==> src/rtl/bmx_pkg.sv <==
package bmx_pkg;

    localparam int XLEN     = 64;
    localparam int HALF     = XLEN / 2;
    localparam int NBYTES   = XLEN / 8;
    localparam int AMT_W    = $clog2(XLEN);
    localparam int CNT_W    = $clog2(XLEN) + 1;
    localparam int INSN_W   = 32;

    localparam logic [6:0] OPC_CUSTOM0 = 7'b0001011;
    localparam logic [2:0] F3_BITOPS   = 3'b001;

    typedef enum logic [3:0] {
        OP_NONE,
        OP_ADDSL,
        OP_ROR,
        OP_RORW,
        OP_CLZ,
        OP_FF0,
        OP_REV,
        OP_REVW,
        OP_ZBYTE,
        OP_BTEST,
        OP_BAD
    } bmx_op_e;

    typedef struct packed {
        logic [XLEN-1:0] result;
        logic            wr_en;
        logic            illegal;
    } bmx_out_t;

endpackage

==> src/rtl/bmx_decode.sv <==
module bmx_decode
    import bmx_pkg::*;
(
    input  logic [INSN_W-1:0] insn,
    output bmx_op_e           op,
    output logic [AMT_W-1:0]  amt,
    output logic              is_custom
);

    logic [6:0] f7;
    logic [4:0] rs2f;
    logic       unary_ok;

    always_comb begin
        f7        = insn[31:25];
        rs2f      = insn[24:20];
        unary_ok  = (rs2f == 5'd0);
        is_custom = (insn[6:0] == OPC_CUSTOM0);
        amt       = insn[25:20];
        op        = OP_NONE;
        if (is_custom) begin
            op = OP_BAD;
            if (insn[14:12] == F3_BITOPS) begin
                if (f7[6:2] == 5'b00000) begin
                    op  = OP_ADDSL;
                    amt = {{(AMT_W-2){1'b0}}, f7[1:0]};
                end else if (insn[31:26] == 6'b000100) begin
                    op = OP_ROR;
                end else if (f7 == 7'b0001010) begin
                    op  = OP_RORW;
                    amt = {1'b0, insn[24:20]};
                end else if (insn[31:26] == 6'b100010) begin
                    op = OP_BTEST;
                end else if (unary_ok) begin
                    unique case (f7)
                        7'b1000011: op = OP_CLZ;
                        7'b1000010: op = OP_FF0;
                        7'b1000001: op = OP_REV;
                        7'b1001000: op = OP_REVW;
                        7'b1000000: op = OP_ZBYTE;
                        default:    op = OP_BAD;
                    endcase
                end
            end
        end
    end

endmodule

==> src/rtl/bmx_lead_count.sv <==
module bmx_lead_count #(
    parameter int W  = 64,
    parameter int CW = $clog2(W) + 1
) (
    input  logic [W-1:0]  vec,
    input  logic          invert,
    output logic [CW-1:0] cnt
);

    logic [W-1:0] v;

    always_comb begin
        v   = invert ? ~vec : vec;
        cnt = CW'(W);
        for (int i = 0; i < W; i++) begin
            if (v[i]) cnt = CW'(W - 1 - i);
        end
    end

endmodule

==> src/rtl/bmx_byte_ops.sv <==
module bmx_byte_ops #(
    parameter int W = 64,
    localparam int NB = W / 8
) (
    input  logic [W-1:0] x,
    output logic [W-1:0] rev,
    output logic [W-1:0] zmask
);

    for (genvar b = 0; b < NB; b++) begin : g_byte
        assign rev[8*b +: 8]   = x[8*(NB-1-b) +: 8];
        assign zmask[8*b +: 8] = (x[8*b +: 8] == 8'h00) ? 8'hFF : 8'h00;
    end

endmodule

==> src/rtl/bmx_exec.sv <==
module bmx_exec
    import bmx_pkg::*;
(
    input  logic              clk,
    input  logic              rst_n,
    input  logic [INSN_W-1:0] insn_i,
    input  logic [XLEN-1:0]   rs1_i,
    input  logic [XLEN-1:0]   rs2_i,
    output logic [XLEN-1:0]   result_o,
    output logic              wr_en_o,
    output logic              illegal_o
);

    bmx_op_e          op;
    logic [AMT_W-1:0] amt;
    logic             is_custom;
    logic [CNT_W-1:0] lead_cnt;
    logic [XLEN-1:0]  rev_w;
    logic [XLEN-1:0]  zmask_w;
    logic [2*XLEN-1:0] rot_full;
    logic [XLEN-1:0]   rot_word;
    bmx_out_t         out_d, out_q;

    bmx_decode u_dec (
        .insn      (insn_i),
        .op        (op),
        .amt       (amt),
        .is_custom (is_custom)
    );

    bmx_lead_count #(.W(XLEN), .CW(CNT_W)) u_cnt (
        .vec    (rs1_i),
        .invert (op == OP_FF0),
        .cnt    (lead_cnt)
    );

    bmx_byte_ops #(.W(XLEN)) u_bytes (
        .x     (rs1_i),
        .rev   (rev_w),
        .zmask (zmask_w)
    );

    always_comb begin
        rot_full = {rs1_i, rs1_i} >> amt;
        rot_word = {rs1_i[HALF-1:0], rs1_i[HALF-1:0]} >> amt[AMT_W-2:0];
        out_d          = '0;
        out_d.illegal  = (op == OP_BAD);
        out_d.wr_en    = is_custom && (op != OP_BAD) && (insn_i[11:7] != 5'd0);
        unique case (op)
            OP_ADDSL: out_d.result = rs1_i + (rs2_i << amt[1:0]);
            OP_ROR:   out_d.result = rot_full[XLEN-1:0];
            OP_RORW:  out_d.result = {{HALF{rot_word[HALF-1]}}, rot_word[HALF-1:0]};
            OP_CLZ,
            OP_FF0:   out_d.result = {{(XLEN-CNT_W){1'b0}}, lead_cnt};
            OP_REV:   out_d.result = rev_w;
            OP_REVW:  out_d.result = {{HALF{rev_w[XLEN-1]}}, rev_w[XLEN-1:HALF]};
            OP_ZBYTE: out_d.result = zmask_w;
            OP_BTEST: out_d.result = {{(XLEN-1){1'b0}}, rs1_i[amt]};
            default:  out_d.result = '0;
        endcase
    end

    always_ff @(posedge clk or negedge rst_n) begin
        if (!rst_n) out_q <= '0;
        else        out_q <= out_d;
    end

    assign result_o  = out_q.result;
    assign wr_en_o   = out_q.wr_en;
    assign illegal_o = out_q.illegal;

    p_reset_clear_r1: assert property (@(posedge clk)
        !rst_n |=> (result_o == '0 && !wr_en_o && !illegal_o));

    p_foreign_quiet_r13: assert property (@(posedge clk) disable iff (!rst_n)
        (insn_i[6:0] != OPC_CUSTOM0) |=> (!illegal_o && !wr_en_o));

    p_rd_zero_r12: assert property (@(posedge clk) disable iff (!rst_n)
        (insn_i[11:7] == 5'd0) |=> !wr_en_o);

    p_bad_funct3_r11: assert property (@(posedge clk) disable iff (!rst_n)
        (insn_i[6:0] == OPC_CUSTOM0 && insn_i[14:12] != F3_BITOPS)
        |=> (illegal_o && !wr_en_o && result_o == '0));

    p_count_range_r6: assert property (@(posedge clk) disable iff (!rst_n)
        (insn_i[6:0] == OPC_CUSTOM0 && insn_i[14:12] == F3_BITOPS
         && insn_i[31:26] == 6'b100001 && insn_i[24:20] == 5'd0)
        |=> (result_o <= XLEN));

    p_btest_onebit_r10: assert property (@(posedge clk) disable iff (!rst_n)
        (insn_i[6:0] == OPC_CUSTOM0 && insn_i[14:12] == F3_BITOPS
         && insn_i[31:26] == 6'b100010)
        |=> (result_o[XLEN-1:1] == '0));

    p_rorw_sext_r5: assert property (@(posedge clk) disable iff (!rst_n)
        (insn_i[6:0] == OPC_CUSTOM0 && insn_i[14:12] == F3_BITOPS
         && insn_i[31:25] == 7'b0001010)
        |=> (result_o[XLEN-1:HALF] == {HALF{result_o[HALF-1]}}));

    p_revw_sext_r8: assert property (@(posedge clk) disable iff (!rst_n)
        (insn_i[6:0] == OPC_CUSTOM0 && insn_i[14:12] == F3_BITOPS
         && insn_i[31:25] == 7'b1001000 && insn_i[24:20] == 5'd0)
        |=> (result_o[XLEN-1:HALF] == {HALF{result_o[HALF-1]}}));

endmodule

==> config.mk <==
export PLATFORM = sky130hd
export DESIGN_NAME = bmx_exec
export DESIGN_NICKNAME = d
export VERILOG_FILES = /design/src/rtl/bmx_pkg.sv /design/src/rtl/bmx_decode.sv /design/src/rtl/bmx_lead_count.sv /design/src/rtl/bmx_byte_ops.sv /design/src/rtl/bmx_exec.sv
export SDC_FILE = /design/constraint.sdc
export NUM_CORES = 1
export LEC_CHECK = 0
export ABC_AREA = 1
export BUFFER_PORTS_ARGS = -buffer_cell sky130_fd_sc_hd__clkbuf_2
export CAP_MARGIN = 20
export CORE_MARGIN = 4
export CORE_UTILIZATION = 60
export CTS_BUF_LIST = sky130_fd_sc_hd__clkbuf_4
export CTS_CLUSTER_SIZE = 28
export DETAILED_ROUTE_END_ITERATION = 16
export PLACE_DENSITY = 0.81
export REMOVE_ABC_BUFFERS = 1
export SLEW_MARGIN = 10
export SYNTH_ARGS = -nofsm -noshare
export SYNTH_HDL_FRONTEND = slang
export SYNTH_HIERARCHICAL = 1
export SYNTH_SLANG_ARGS = --single-unit
==> constraint.sdc <==
create_clock -name clk -period 0.8 [get_ports clk]
set_input_delay 0.16 -clock clk [delete_from_list [all_inputs] [get_ports clk]]
set_output_delay 0.16 -clock clk [all_outputs]
set_load 0.05 [all_outputs]
==> impl_metrics.yaml, run 1 <==
status:
  status: "did not finish"
  stop_stage: "global routing (5_1_grt)"
  first-error: "[ERROR GRT-0232] Routing congestion too high. Check the congestion heatmap in the GUI."
floorplan:
  fp.dieH_um: 185
  rows: 64
  initial_core_util_pct: 61.1
  io_pins: 228
  die_x_um: 185
place:
  placed_cells: 4627
  pre_cts_ws_ns: -5.11
  portBuffers: 222
  gp_congestion: 1.23
  hpwl_mm: 80.6
cts:
  cts_buffer_depth: 2
  cts_sinks: 66
  clockRootBuffer: "clkbuf_4"
  cts_made_buffers: 9
  htreeDepth: 3
synthesis:
  synth_top_area_share_pct: 25.6
  yosysMostFrequentCell: "nand2_1"
  yosys.area.top_type: "nand2_1"
  synthCells: 3644
  ys_ff_latch: 66
  async_flop_share_pct: 100
  synth_flop_cell: "dfrtp_1"
  synth.distinct_cells: 53
  yosys-top-cells-area: "nand2_1 26%, nand3_1 20%, dfrtp_1 8.8%"
  synth_commonest_cells: "1,283 x nand2_1, 756 x nand3_1, 428 x inv_1"
  syn_avg_cell_area_um2: 5.17
  ys_warn_count: 6
  synth_area_um2: 18800
  synth_edf_count: 0
  ys_seq_area_share_pct: 8.76
global_route:
  grt_overflow: 276
  grt_max_degree: 66
  grt_usage_pct: 85.7
sta:
  worstEndpointType: "register input"
  postGrtWorstEndpoint: "result_o[0]$_DFF_PN0_/D"
-- layer usage --
layer  track usage [%]  overflow
met5              56.3         3
met4              82.7        71
met2              97.0       152
met1              84.2        24
met3              79.0        26
-- logic make-up after synthesis --
group                      share of synthesized area (%)
AOI/OAI and AO/OA                                   7.76
xor gates and xnor gates                            3.19
adders and majority gates                           4.29
buffers and inverters                               17.1
DFF                                                 8.76
muxes                                               4.46
and+or+nand+nor                                     54.5
-- metrics by stage --
step	util (%)	hold slack [ns]	area (um^2)
after detailed placement	78.3	0.0123	24100
after global placement	78.3	0.00978	24100
after floorplan	-	-0.136	17300
after CTS	84.3	0.0163	26000
-- repair_timing --
action,in CTS
pin swaps,74
setup buffers,119
hold buffers,6
hold endpoints to repair,67
resized for setup,256
cloned,8
endpoints found under the setup margin,132
==> inputs of run 2 (changes only) <==
--- a/config.mk
+++ b/config.mk
@@ -9,11 +9,9 @@
 export BUFFER_PORTS_ARGS = -buffer_cell sky130_fd_sc_hd__clkbuf_2
 export CAP_MARGIN = 20
 export CORE_MARGIN = 4
-export CORE_UTILIZATION = 60
-export CTS_BUF_LIST = sky130_fd_sc_hd__clkbuf_4
-export CTS_CLUSTER_SIZE = 28
+export CORE_UTILIZATION = 40
 export DETAILED_ROUTE_END_ITERATION = 16
-export PLACE_DENSITY = 0.81
+export PLACE_DENSITY_LB_ADDON = 0.15
 export REMOVE_ABC_BUFFERS = 1
 export SLEW_MARGIN = 10
 export SYNTH_ARGS = -nofsm -noshare
==> impl_metrics.yaml, run 2 <==
routing:
  vias: 28495
  antenna_left: 0
  viasPerCell: 5.58
  drt_iter0_markers: 3267
  wl_mm: 114
  drtPass1Iterations: 5
  route.detailed.drc: 0
  routedWlPerCell_um: 22.4
final_layout:
  layout_common_cells: "1,075 x nand2_1, 734 x buf_4, 648 x nand3_1"
  largest_reg_flops: 64
  layout_commonest_cell: "nand2_1"
  nFillCells: 4221
  largest_register: "result_o"
  synthToLayoutAreaGrowth_pct: 66.6
  nNetsFinal: 4721
  drive_above_1_share_pct: 40.1
  diodes: 0
  regArea_um2: 1650
  multi_input_area_um2: 17300
sta:
  rsz0062_at_grt: "true"
  slew_headroom_pct: 40.5
  slew_viol_final: 0
  worst_pin_slew_ns: 0.889
  setup-tns-final_ns: -203.11
  setup_viol: 132
  finalHoldViolCount: 0
  finalCritPeriodShare_pct: 707
  worst_slack_ns: -4.86
  max_freq_ghz: 0.177
  fin_crit_ns: 5.66
status:
  violations: "negative setup slack"
  status: "finished with violations"
hold_path:
  hold_path_class: "in2reg"
synthesis:
  ys_ff_latch: 66
  ys_seq_area_share_pct: 8.76
  yosysMostFrequentCell: "nand2_1"
  synth_flop_cell: "dfrtp_1"
  yosys-top-cells-area: "nand2_1 26%, nand3_1 20%, dfrtp_1 8.8%"
  yosys.area.top_type: "nand2_1"
  async_flop_share_pct: 100
  synth_top_area_share_pct: 25.6
  syn_avg_cell_area_um2: 5.17
  synth_commonest_cells: "1,283 x nand2_1, 756 x nand3_1, 428 x inv_1"
  synth_area_um2: 18800
  synthCells: 3644
  synth.distinct_cells: 53
  synth_edf_count: 0
  ys_warn_count: 6
setup_path:
  worst_setup_path_end_kind: "register"
  cpMostUsedCell: "nand2_1"
  crit_fanout: 4
  crit_path_top_delay_cell: "nor2_4"
  required_ns: 1.06
  path_delay_family: "simple AND/OR/NAND/NOR gates"
  cp-start-kind: "input pin"
  critical_path.max_stage_delay_ns: 0.24
  path_buf_inv: 4
  worst-setup-path-type: "in2reg"
  cp.arrival_ns: 5.92
pwr:
  p_int_mw: 14.6
  p_switching_mw: 14.3
  power_per_cell_area_nw_per_um2: 920
  p_leak_nw: 16.7
  seqPwrFrac_pct: 11.6
  switching_share_pct: 49.5
  ir_drop_v: 0.00121
  combinationalPowerShare_pct: 72.4
  clkPwrFrac_pct: 16.0
place:
  hpwl_mm: 87.5
  portBuffers: 222
  pre_cts_ws_ns: -5.19
  gp_congestion: 1.12
cts:
  tritoncts: "yes"
  cts_buffer_depth: 2
  htreeDepth: 3
  cts_sinks: 66
  clockRootBuffer: "clkbuf_16"
  clk_pin_slew_ns: 0.06
  cts_made_buffers: 9
global_route:
  grt_pass1_vias: 25464
  grt_max_degree: 52
  grt_usage_pct: 40.9
  grt_overflow: 0
  antenna_found_initial: 1
  grt_pass1_wl_mm: 155
floorplan:
  die_area_um2: 50700
  fp.dieH_um: 225
  die_x_um: 225
  rows: 79
  initial_core_util_pct: 40.5
  io_pins: 228
  coreArea_um2: 46600
run:
  max_cap_violations: 0
run 2: cell counts after synthesis:
Identical to the previous run, type by type.
run 2: final timing paths:
check / slack (ns) / to / startpoint / cells after the start
worst max-delay path: -4.86 / result_o[0] / insn_i[20] / 79
min in group asynchronous: 0.15 / illegal_o / rst_n / 2
max in group asynchronous: 0.24 / result_o[35] / rst_n / 3
worst min-delay path: 0.03 / wr_en_o / insn_i[7] / 3
run 2: stage by stage:
step	std cells	instance area (um^2)	utilization, %	hold WS (ns)	power [mW]
floorplan	3381	17300	-	-0.136	11.6
global placement	4902	25300	54.4	0.0123	19.5
detailed placement	4902	25300	54.4	0.0138	19.5
CTS	4977	27200	58.3	0.0243	24.3
global route	5107	31400	67.5	0.0516	30.3
finish	5107	31400	67.5	0.0331	28.9
run 2: tightest hold or removal path, cell delays in order:
cell,delay [ns]
clkbuf_2,0.08
nor2_1,0.04
a21oi_2,0.10
run 2: layer usage:
layer	vias to the layer above	GRT usage, %	part of all wire (%)
met5	-	0	0
met4	0	23.6	8.7
met3	431	7.18	11
met2	1628	63.0	42
met1	13080	53.7	38
li1	13356	-	-
run 2: repair_timing:
action,in CTS,in global routing
setup endpoints to repair,132,132
endpoints found under the hold margin,66,0
gates resized for setup,229,884
gates cloned,4,10
buffers inserted,66,141
hold buffers,1,0
pin swaps,48,220
run 2: power by group through the flow:
stage               Clock [mW]  Sequential (mW)  Combinational (mW)
floorplan                    0             3.46                8.18
global placement             0             3.42                16.0
detailed placement           0             3.42                16.1
CTS                       4.61             3.36                16.3
global route              4.72             3.36                22.3
finish                    4.62             3.36                20.9
run 2: cell type report:
cell class,count,area share [%]
inverters,436,5.30
clock buffers,11,0.805
multi-input cells,2879,55.0
well taps,607,2.42
repair buffers,1102,31.0
flip-flops and latches,66,5.26
repair inverters,1,0.0239
clock inverters,5,0.191
run 2: cells by family (layout without fill, tap and decap cells):
group	Yosys count	in the layout	synth area share, %
compound gates	252	252	7.76
xor+xnor	67	67	3.19
fa+ha+maj	64	64	4.29
buf+inv	699	1555	17.1
flops	66	66	8.76
mux	84	84	4.46
simple gates	2412	2412	54.5
Note: power is estimated with default switching activity, not from simulation.
